`src/rtl/mwdma_pkg.sv`:
```
package mwdma_pkg;

    // Width of the phase counters; covers CLK_NS down to 1 ns (480 cycles).
    localparam int PH_W = 10;

    typedef enum logic [2:0] {
        ST_IDLE,
        ST_WAIT_REQ,
        ST_SETUP,
        ST_ACTIVE,
        ST_RECOVER,
        ST_HOLD
    } state_e;

    typedef enum int {
        TP_CYCLE,
        TP_ACTIVE,
        TP_RECOV_RD,
        TP_RECOV_WR,
        TP_WSETUP,
        TP_WHOLD,
        TP_ACKHOLD,
        TP_SELSETUP,
        TP_REQ_RD,
        TP_REQ_WR
    } tparam_e;

    // Phase lengths in clock cycles (each at least 1).
    typedef struct packed {
        logic [PH_W-1:0] first_pre;
        logic [PH_W-1:0] next_pre;
        logic [PH_W-1:0] act;
        logic [PH_W-1:0] rec;
        logic [PH_W-1:0] hold;
    } phase_t;

    // Nanosecond figure of one timing term for speed mode m (0..2).
    function automatic int ns_of(tparam_e p, int m);
        int v0, v1, v2;
        case (p)
            TP_CYCLE:    begin v0 = 480; v1 = 150; v2 = 120; end
            TP_ACTIVE:   begin v0 = 215; v1 = 80;  v2 = 70;  end
            TP_RECOV_RD: begin v0 = 50;  v1 = 50;  v2 = 25;  end
            TP_RECOV_WR: begin v0 = 215; v1 = 50;  v2 = 25;  end
            TP_WSETUP:   begin v0 = 100; v1 = 30;  v2 = 20;  end
            TP_WHOLD:    begin v0 = 20;  v1 = 15;  v2 = 10;  end
            TP_ACKHOLD:  begin v0 = 20;  v1 = 5;   v2 = 5;   end
            TP_SELSETUP: begin v0 = 50;  v1 = 30;  v2 = 25;  end
            TP_REQ_RD:   begin v0 = 120; v1 = 40;  v2 = 35;  end
            default:     begin v0 = 40;  v1 = 40;  v2 = 35;  end
        endcase
        return (m == 0) ? v0 : (m == 1) ? v1 : v2;
    endfunction

    function automatic int clk_ceil(int ns, int clk_ns);
        return (ns + clk_ns - 1) / clk_ns;
    endfunction

    function automatic int imax(int a, int b);
        return (a > b) ? a : b;
    endfunction

endpackage

```
`src/rtl/mwdma_timing.sv`:
```
module mwdma_timing
    import mwdma_pkg::*;
#(
    parameter int CLK_NS = 10
) (
    input  logic [1:0] mode,
    input  logic       wr,
    output phase_t     tm
);

    phase_t tbl [3][2];

    for (genvar m = 0; m < 3; m++) begin : g_mode
        for (genvar d = 0; d < 2; d++) begin : g_dir
            localparam int CYC  = clk_ceil(ns_of(TP_CYCLE, m), CLK_NS);
            localparam int ACT  = clk_ceil(ns_of(TP_ACTIVE, m), CLK_NS);
            localparam int SEL  = clk_ceil(ns_of(TP_SELSETUP, m), CLK_NS);
            localparam int WSU  = clk_ceil(ns_of(TP_WSETUP, m), CLK_NS);
            localparam int WH   = clk_ceil(ns_of(TP_WHOLD, m), CLK_NS);
            localparam int ACKH = clk_ceil(ns_of(TP_ACKHOLD, m), CLK_NS);
            localparam int RMIN = clk_ceil(ns_of(d ? TP_RECOV_WR : TP_RECOV_RD, m), CLK_NS);
            localparam int REQW = clk_ceil(ns_of(d ? TP_REQ_WR : TP_REQ_RD, m), CLK_NS);
            localparam int PRE_N = d ? WSU : 0;
            localparam int PRE_F = d ? imax(SEL, WSU) : SEL;
            // Recovery absorbs whatever the total cycle minimum still lacks.
            localparam int REC  = imax(imax(RMIN, REQW),
                                       imax(imax(ACKH, d ? WH : 1), CYC - ACT - PRE_N));
            localparam int HLD  = d ? imax(ACKH, WH) : ACKH;

            assign tbl[m][d] = '{
                first_pre: PH_W'(PRE_F),
                next_pre:  PH_W'(imax(PRE_N, 1)),
                act:       PH_W'(ACT),
                rec:       PH_W'(REC),
                hold:      PH_W'(HLD)
            };
        end
    end

    always_comb begin
        unique case (mode)
            2'd1:    tm = tbl[1][wr];
            2'd2:    tm = tbl[2][wr];
            default: tm = tbl[0][wr];
        endcase
    end

endmodule

```
`src/rtl/mwdma_phase_cnt.sv`:
```
module mwdma_phase_cnt #(
    parameter int W = 10
) (
    input  logic         clk,
    input  logic         rst_n,
    input  logic         load,
    input  logic [W-1:0] load_val,
    output logic         zero
);

    logic [W-1:0] cnt;

    always_ff @(posedge clk or negedge rst_n) begin
        if (!rst_n) begin
            cnt <= '0;
        end else if (load) begin
            cnt <= load_val;
        end else if (cnt != '0) begin
            cnt <= cnt - W'(1);
        end
    end

    assign zero = (cnt == '0);

endmodule

```
`src/rtl/mwdma_host.sv`:
```
module mwdma_host
    import mwdma_pkg::*;
#(
    parameter int CLK_NS = 10,
    parameter int DATA_W = 16,
    parameter int WCNT_W = 16
) (
    input  logic              clk,
    input  logic              rst_n,
    input  logic              start,
    input  logic              dir_write,
    input  logic [1:0]        mode,
    input  logic [WCNT_W-1:0] word_count,
    output logic              busy,
    input  logic [DATA_W-1:0] wr_data,
    input  logic              wr_valid,
    output logic              wr_ready,
    output logic [DATA_W-1:0] rd_data,
    output logic              rd_valid,
    input  logic              rd_ready,
    input  logic              dmarq,
    output logic              dmack_n,
    output logic              dior_n,
    output logic              diow_n,
    output logic [1:0]        cs_n,
    input  logic [DATA_W-1:0] dd_in,
    output logic [DATA_W-1:0] dd_out,
    output logic              dd_oe
);

    state_e              st, st_nx;
    phase_t              tm;
    logic                ld, cnt_zero;
    logic [PH_W-1:0]     ld_val;
    logic [1:0]          mode_q;
    logic                dir_q;
    logic [WCNT_W-1:0]   remain;
    logic [DATA_W-1:0]   wdata_q, rdata_q;
    logic                rvalid_q;
    logic                start_ok, rd_slot, last_word, ack_on;

    assign start_ok  = start && (word_count != '0);
    assign rd_slot   = !rvalid_q || rd_ready;
    assign last_word = (remain == WCNT_W'(1));

    mwdma_timing #(.CLK_NS(CLK_NS)) u_timing (
        .mode (mode_q),
        .wr   (dir_q),
        .tm   (tm)
    );

    mwdma_phase_cnt #(.W(PH_W)) u_cnt (
        .clk      (clk),
        .rst_n    (rst_n),
        .load     (ld),
        .load_val (ld_val),
        .zero     (cnt_zero)
    );

    // State register
    always_ff @(posedge clk or negedge rst_n) begin
        if (!rst_n) st <= ST_IDLE;
        else        st <= st_nx;
    end

    // Next state and phase counter loads
    always_comb begin
        st_nx  = st;
        ld     = 1'b0;
        ld_val = '0;
        unique case (st)
            ST_IDLE: begin
                if (start_ok) st_nx = ST_WAIT_REQ;
            end
            ST_WAIT_REQ: begin
                if (dmarq && (dir_q ? wr_valid : rd_slot)) begin
                    st_nx  = ST_SETUP;
                    ld     = 1'b1;
                    ld_val = tm.first_pre - PH_W'(1);
                end
            end
            ST_SETUP: begin
                if (cnt_zero) begin
                    st_nx  = ST_ACTIVE;
                    ld     = 1'b1;
                    ld_val = tm.act - PH_W'(1);
                end
            end
            ST_ACTIVE: begin
                if (cnt_zero) begin
                    ld = 1'b1;
                    if (last_word) begin
                        st_nx  = ST_HOLD;
                        ld_val = tm.hold - PH_W'(1);
                    end else begin
                        st_nx  = ST_RECOVER;
                        ld_val = tm.rec - PH_W'(1);
                    end
                end
            end
            ST_RECOVER: begin
                if (cnt_zero) begin
                    if (!dmarq) begin
                        st_nx = ST_WAIT_REQ;
                    end else if (dir_q) begin
                        if (wr_valid) begin
                            st_nx  = ST_SETUP;
                            ld     = 1'b1;
                            ld_val = tm.next_pre - PH_W'(1);
                        end
                    end else if (rd_slot) begin
                        st_nx  = ST_ACTIVE;
                        ld     = 1'b1;
                        ld_val = tm.act - PH_W'(1);
                    end
                end
            end
            ST_HOLD: begin
                if (cnt_zero) st_nx = ST_IDLE;
            end
            default: st_nx = ST_IDLE;
        endcase
    end

    // Outputs decoded from the state register
    always_comb begin
        ack_on   = (st == ST_SETUP) || (st == ST_ACTIVE) ||
                   (st == ST_RECOVER) || (st == ST_HOLD);
        busy     = (st != ST_IDLE);
        dmack_n  = !ack_on;
        dior_n   = !((st == ST_ACTIVE) && !dir_q);
        diow_n   = !((st == ST_ACTIVE) && dir_q);
        dd_oe    = ack_on && dir_q;
        cs_n     = 2'b11;
        wr_ready = dir_q && dmarq &&
                   ((st == ST_WAIT_REQ) || ((st == ST_RECOVER) && cnt_zero));
        rd_valid = rvalid_q;
        rd_data  = rdata_q;
        dd_out   = wdata_q;
    end

    // Transfer context and data registers
    always_ff @(posedge clk or negedge rst_n) begin
        if (!rst_n) begin
            mode_q   <= '0;
            dir_q    <= 1'b0;
            remain   <= '0;
            wdata_q  <= '0;
            rdata_q  <= '0;
            rvalid_q <= 1'b0;
        end else begin
            if ((st == ST_IDLE) && start_ok) begin
                mode_q <= mode;
                dir_q  <= dir_write;
                remain <= word_count;
            end
            if ((st == ST_ACTIVE) && cnt_zero) remain <= remain - WCNT_W'(1);
            if (wr_valid && wr_ready) wdata_q <= wr_data;
            if ((st == ST_ACTIVE) && cnt_zero && !dir_q) begin
                rdata_q  <= dd_in;
                rvalid_q <= 1'b1;
            end else if (rvalid_q && rd_ready) begin
                rvalid_q <= 1'b0;
            end
        end
    end

    // ---------------- assertions ----------------
    assert_one_strobe_R11: assert property (@(posedge clk) disable iff (!rst_n)
        !(!dior_n && !diow_n));

    assert_strobe_needs_ack_R11: assert property (@(posedge clk) disable iff (!rst_n)
        (!dior_n || !diow_n) |-> !dmack_n);

    assert_lead_after_ack_R5: assert property (@(posedge clk) disable iff (!rst_n)
        ($fell(dior_n) || $fell(diow_n)) |-> !$past(dmack_n));

    assert_oe_only_write_ack_R8: assert property (@(posedge clk) disable iff (!rst_n)
        dd_oe |-> (!dmack_n && dior_n));

    assert_wdata_stable_R8: assert property (@(posedge clk) disable iff (!rst_n)
        (!diow_n && !$past(diow_n)) |-> $stable(dd_out));

    assert_rd_hold_R9: assert property (@(posedge clk) disable iff (!rst_n)
        (rd_valid && !rd_ready) |=> (rd_valid && $stable(rd_data)));

    assert_pause_on_req_R10: assert property (@(posedge clk) disable iff (!rst_n)
        ($rose(dmack_n) && busy) |-> !$past(dmarq));

    assert_idle_releases_ack_R1: assert property (@(posedge clk) disable iff (!rst_n)
        $fell(busy) |-> dmack_n);

endmodule

```
`config.mk`:
```
export PLATFORM = sky130hd
export DESIGN_NAME = mwdma_host
export DESIGN_NICKNAME = d
export VERILOG_FILES = /design/src/rtl/mwdma_pkg.sv /design/src/rtl/mwdma_timing.sv /design/src/rtl/mwdma_phase_cnt.sv /design/src/rtl/mwdma_host.sv
export SDC_FILE = /design/constraint.sdc
export NUM_CORES = 1
export LEC_CHECK = 0
export BUFFER_PORTS_ARGS = -buffer_cell sky130_fd_sc_hd__buf_2
export CAP_MARGIN = 10
export CORE_MARGIN = 2
export CORE_UTILIZATION = 40
export CTS_BUF_LIST = sky130_fd_sc_hd__clkbuf_4
export DETAILED_ROUTE_END_ITERATION = 10
export SETUP_SLACK_MARGIN = 0.4
export SLEW_MARGIN = 20
export SYNTH_ARGS = -nofsm -noshare
export SYNTH_HDL_FRONTEND = slang
export SYNTH_SLANG_ARGS = --single-unit
```
`constraint.sdc`:
```
create_clock -name clk -period 3 [get_ports clk]
set_input_delay 0.45 -clock clk [delete_from_list [all_inputs] [get_ports clk]]
set_output_delay 0.45 -clock clk [all_outputs]
set_load 0.01 [all_outputs]
```
==> impl_metrics.toml <==
[sta]
tightest_slew_ns = 0.787
finalHoldViolCount = 0
drv_slew = 0
layout_setup_ws_ns = 0.498
rsz0062_at_grt = "true"
finalClockSkew_ns = 0.0208
fmax_mhz = 400
fin_hold_ws_ns = 0.0850
setup_viol = 0
tns_ns = 0
maxSlewHeadroom_pct = 47.5
post-route-min-period_ns = 2.50
timing.final.crit_share_pct = 83.4

[grt]
grt_pass1_wl_um = 16800
first_global_vias = 3333
grt_start_max_net_pins = 34
antenna_found_initial = 0
grt-ovfl-total = 0
track_usage_pct = 20.9

[power_and_ir_drop]
p_per_area_nw_per_um2 = 843
clock_power_share_pct = 17.2
p_leak_nw = 2.27
p_seq_share_pct = 37.5
peakVddDrop_mv = 0.337
p_sw_share_pct = 42.8
pwr-share-comb_pct = 45.2
power.internal_w = 0.00235
p_sw_w = 0.00175

[yosys]
yosys.area_share.adder_pct = 3.94
synth_top_family_by_area = "simple AND/OR/NAND/NOR gates"
synth_async_sr_flop_share_pct = 100
syn_area_um2 = 3810
yosysWarnings = 0
synth-seq-cells = 65
synth_compound_area_share_pct = 16.2
synth_xor_area_share_pct = 1.15
synthFlopType = "dfrtp_1"
avgSynthCellArea_um2 = 9.63
synthMuxAreaShare_pct = 10.8
netlist_instances = 396
synth_edf_count = 0
ys_types = 58
ys_seq_area_share_pct = 42.7
yosys.area_share.simple_pct = 20.8

[setup_path]
crit_path_end_kind = "register"
r2r_slack_ns = 0.50
cp_max_fo = 4
worstSetupPathType = "reg2reg"
r2r-start = "u_cnt.cnt[0]"
ff2ff_path_depth = 7
r2r-end = "remain[8]"
startpoint_type = "register"
crit_required_ns = 3.31
arrival_ns = 2.81

[layout]
final_cell_mix = "buf_2 (95), dfrtp_1 (64), nand2_1 (33), mux2_2 (33), nor2_1 (31)"
layout_commonest_cell = "buf_2"
num-fill-cells = 861
drive_above_1_share_pct = 40.4
layout.nets = 574
area_delta_synth_final_pct = 27.5
antenna_cells = 0

[clock_network]
cts_max_level = 3
cts_tree = "done"
cts-root-buf = "clkbuf_4"
cts_buffer_depth = 2
clk_latency_ns = 0.43
clk_pin_slew_ns = 0.12
cts.sinks = 65
cts-buffers-inserted = 9

[drt]
drt-wirelength-per-cell_um = 16.9
dr_total_vias = 3553
drt-total-wl_um = 10800
dr.pass1.iters = 4
wl_met1_um = 4850
via_per_inst = 5.56
drt_iter0_markers = 222
dr_wl_met2_um = 5350
dr_wl_met3_um = 459
ant_nets = 0
highest_layer = "met4"
remaining_drc_errors = 0

[floorplan]
core_area_um2 = 9240
num_rows = 35
dieArea_um2 = 10300
chipHeight_um = 102
io_pins = 98
die-width_um = 102
initial_core_util_pct = 41.3

[worst_hold_path]
hold_class = "in2async"

[flow_run]
maxCapViolations = 0

[placed_design]
pre_cts_ws_ns = 0.209
post-dp-hpwl_um = 8010
routabilityCongestion = 0.913
portBuffers = 95

[status]
status = "finished clean"
-- logic make-up after synthesis --
family,count (synthesis)
and+or+nand+nor,148
AOI/OAI and AO/OA,88
DFF,65
buffers and inverters,40
muxes,37
adders and majority gates,12
xor gates and xnor gates,5
other,1
-- area by class of cell --
type	count	area, um2	share of cell area, %
clock buffers	10	75.1	1.54
clock inverters	6	90.1	1.85
repair buffers	119	656	13.5
multi-input cells	292	2180	44.9
flip-flops and latches	65	1630	33.5
inverters	18	67.6	1.39
well taps	129	161	3.32
-- synth_stat cells, types with 4 or more instances --
master    number  area share (%)
nand2b_1       4            0.66
mux2_2        33             9.7
o211ai_1       5            0.98
dfrtp_1       65              43
nor2_1        31             3.1
mux2i_1        4             1.0
a21oi_1       14             1.8
clkbuf_1      14             1.4
o21ai_0       16             2.1
nor3_1        15             2.0
nand3_1       14             1.8
nor4_1        11             1.8
o22ai_1        5            0.82
nand4_1        6            0.98
o311ai_0       4            0.92
nand2_1       33             3.2
a31oi_1        7             1.1
o31ai_1        6             1.2
nor2b_1       11             1.8
a211oi_1       6             1.2
buf_2          5            0.66
inv_1         18             1.8
ha_1          12             3.9
-- repair_timing --
item                       in CTS  in global routing
gates resized for setup         5                 29
hold buffers                    0                  0
setup endpoints to repair      12                 27
setup buffers                   3                  4
pin swaps                       2                  7
-- state kept, by name, summed over array words and instances, names as in the netlist --
signal and count:
rd_data 16, remain 16, dd_out 16, u_cnt.cnt 10, dir_q 1, rd_valid 1, st 3, mode_q 2
-- power groups by stage --
stage | clock network, W | registers (W) | logic, W
5_1_grt | 0.000763 | 0.00158 | 0.00206
4_1_cts | 0.000727 | 0.00148 | 0.00170
3_5_place_dp | 0 | 0.00149 | 0.00168
2_1_floorplan | 0 | 0.00139 | 0.00123
6_report | 0.000705 | 0.00154 | 0.00185
3_3_place_gp | 0 | 0.00148 | 0.00166
-- routing by layer --
layer  vias to the layer above  GRT usage, %
met3                        13          3.73
li1                       1689             -
met2                        92          33.4
met4                         0          7.17
met1                      1759          28.6
met5                         -             0
-- stage by stage --
| stage | utilization [%] | area, um2 | power [W] | instances |
|---|---|---|---|---|
| 6_report | 52.6 | 4860 | 0.00410 | 639 |
| 5_1_grt | 52.6 | 4860 | 0.00441 | 639 |
| 4_1_cts | 50.9 | 4700 | 0.00391 | 635 |
| 3_5_place_dp | 48.6 | 4490 | 0.00317 | 616 |
| 3_3_place_gp | 48.6 | 4490 | 0.00314 | 616 |
| 2_1_floorplan | - | 3820 | 0.00262 | 397 |
-- critical path, stage by stage, from the launching register on --
cell and delay, ns:
dfrtp_1 0.43, inv_2 0.09, ha_4 0.15, or4b_4 0.50
or4_4 0.52, or4_4 0.51, nand3_2 0.09, o211ai_2 0.09
-- how the worst max path moves through the flow --
stage | startpoint | end | slack (ns)
3_5_place_dp | u_cnt.cnt[0] | u_cnt.cnt[9] | 0.21
5_1_grt | remain[1] | u_cnt.cnt[4] | 0.35
6_report | u_cnt.cnt[0] | remain[8] | 0.50
3_3_place_gp | u_cnt.cnt[0] | u_cnt.cnt[9] | 0.23
2_1_floorplan | u_cnt.cnt[0] | remain[8] | 0.44
4_1_cts | u_cnt.cnt[0] | wr_ready | 0.40
No activity file was read; power rests on OpenSTA's default activity.
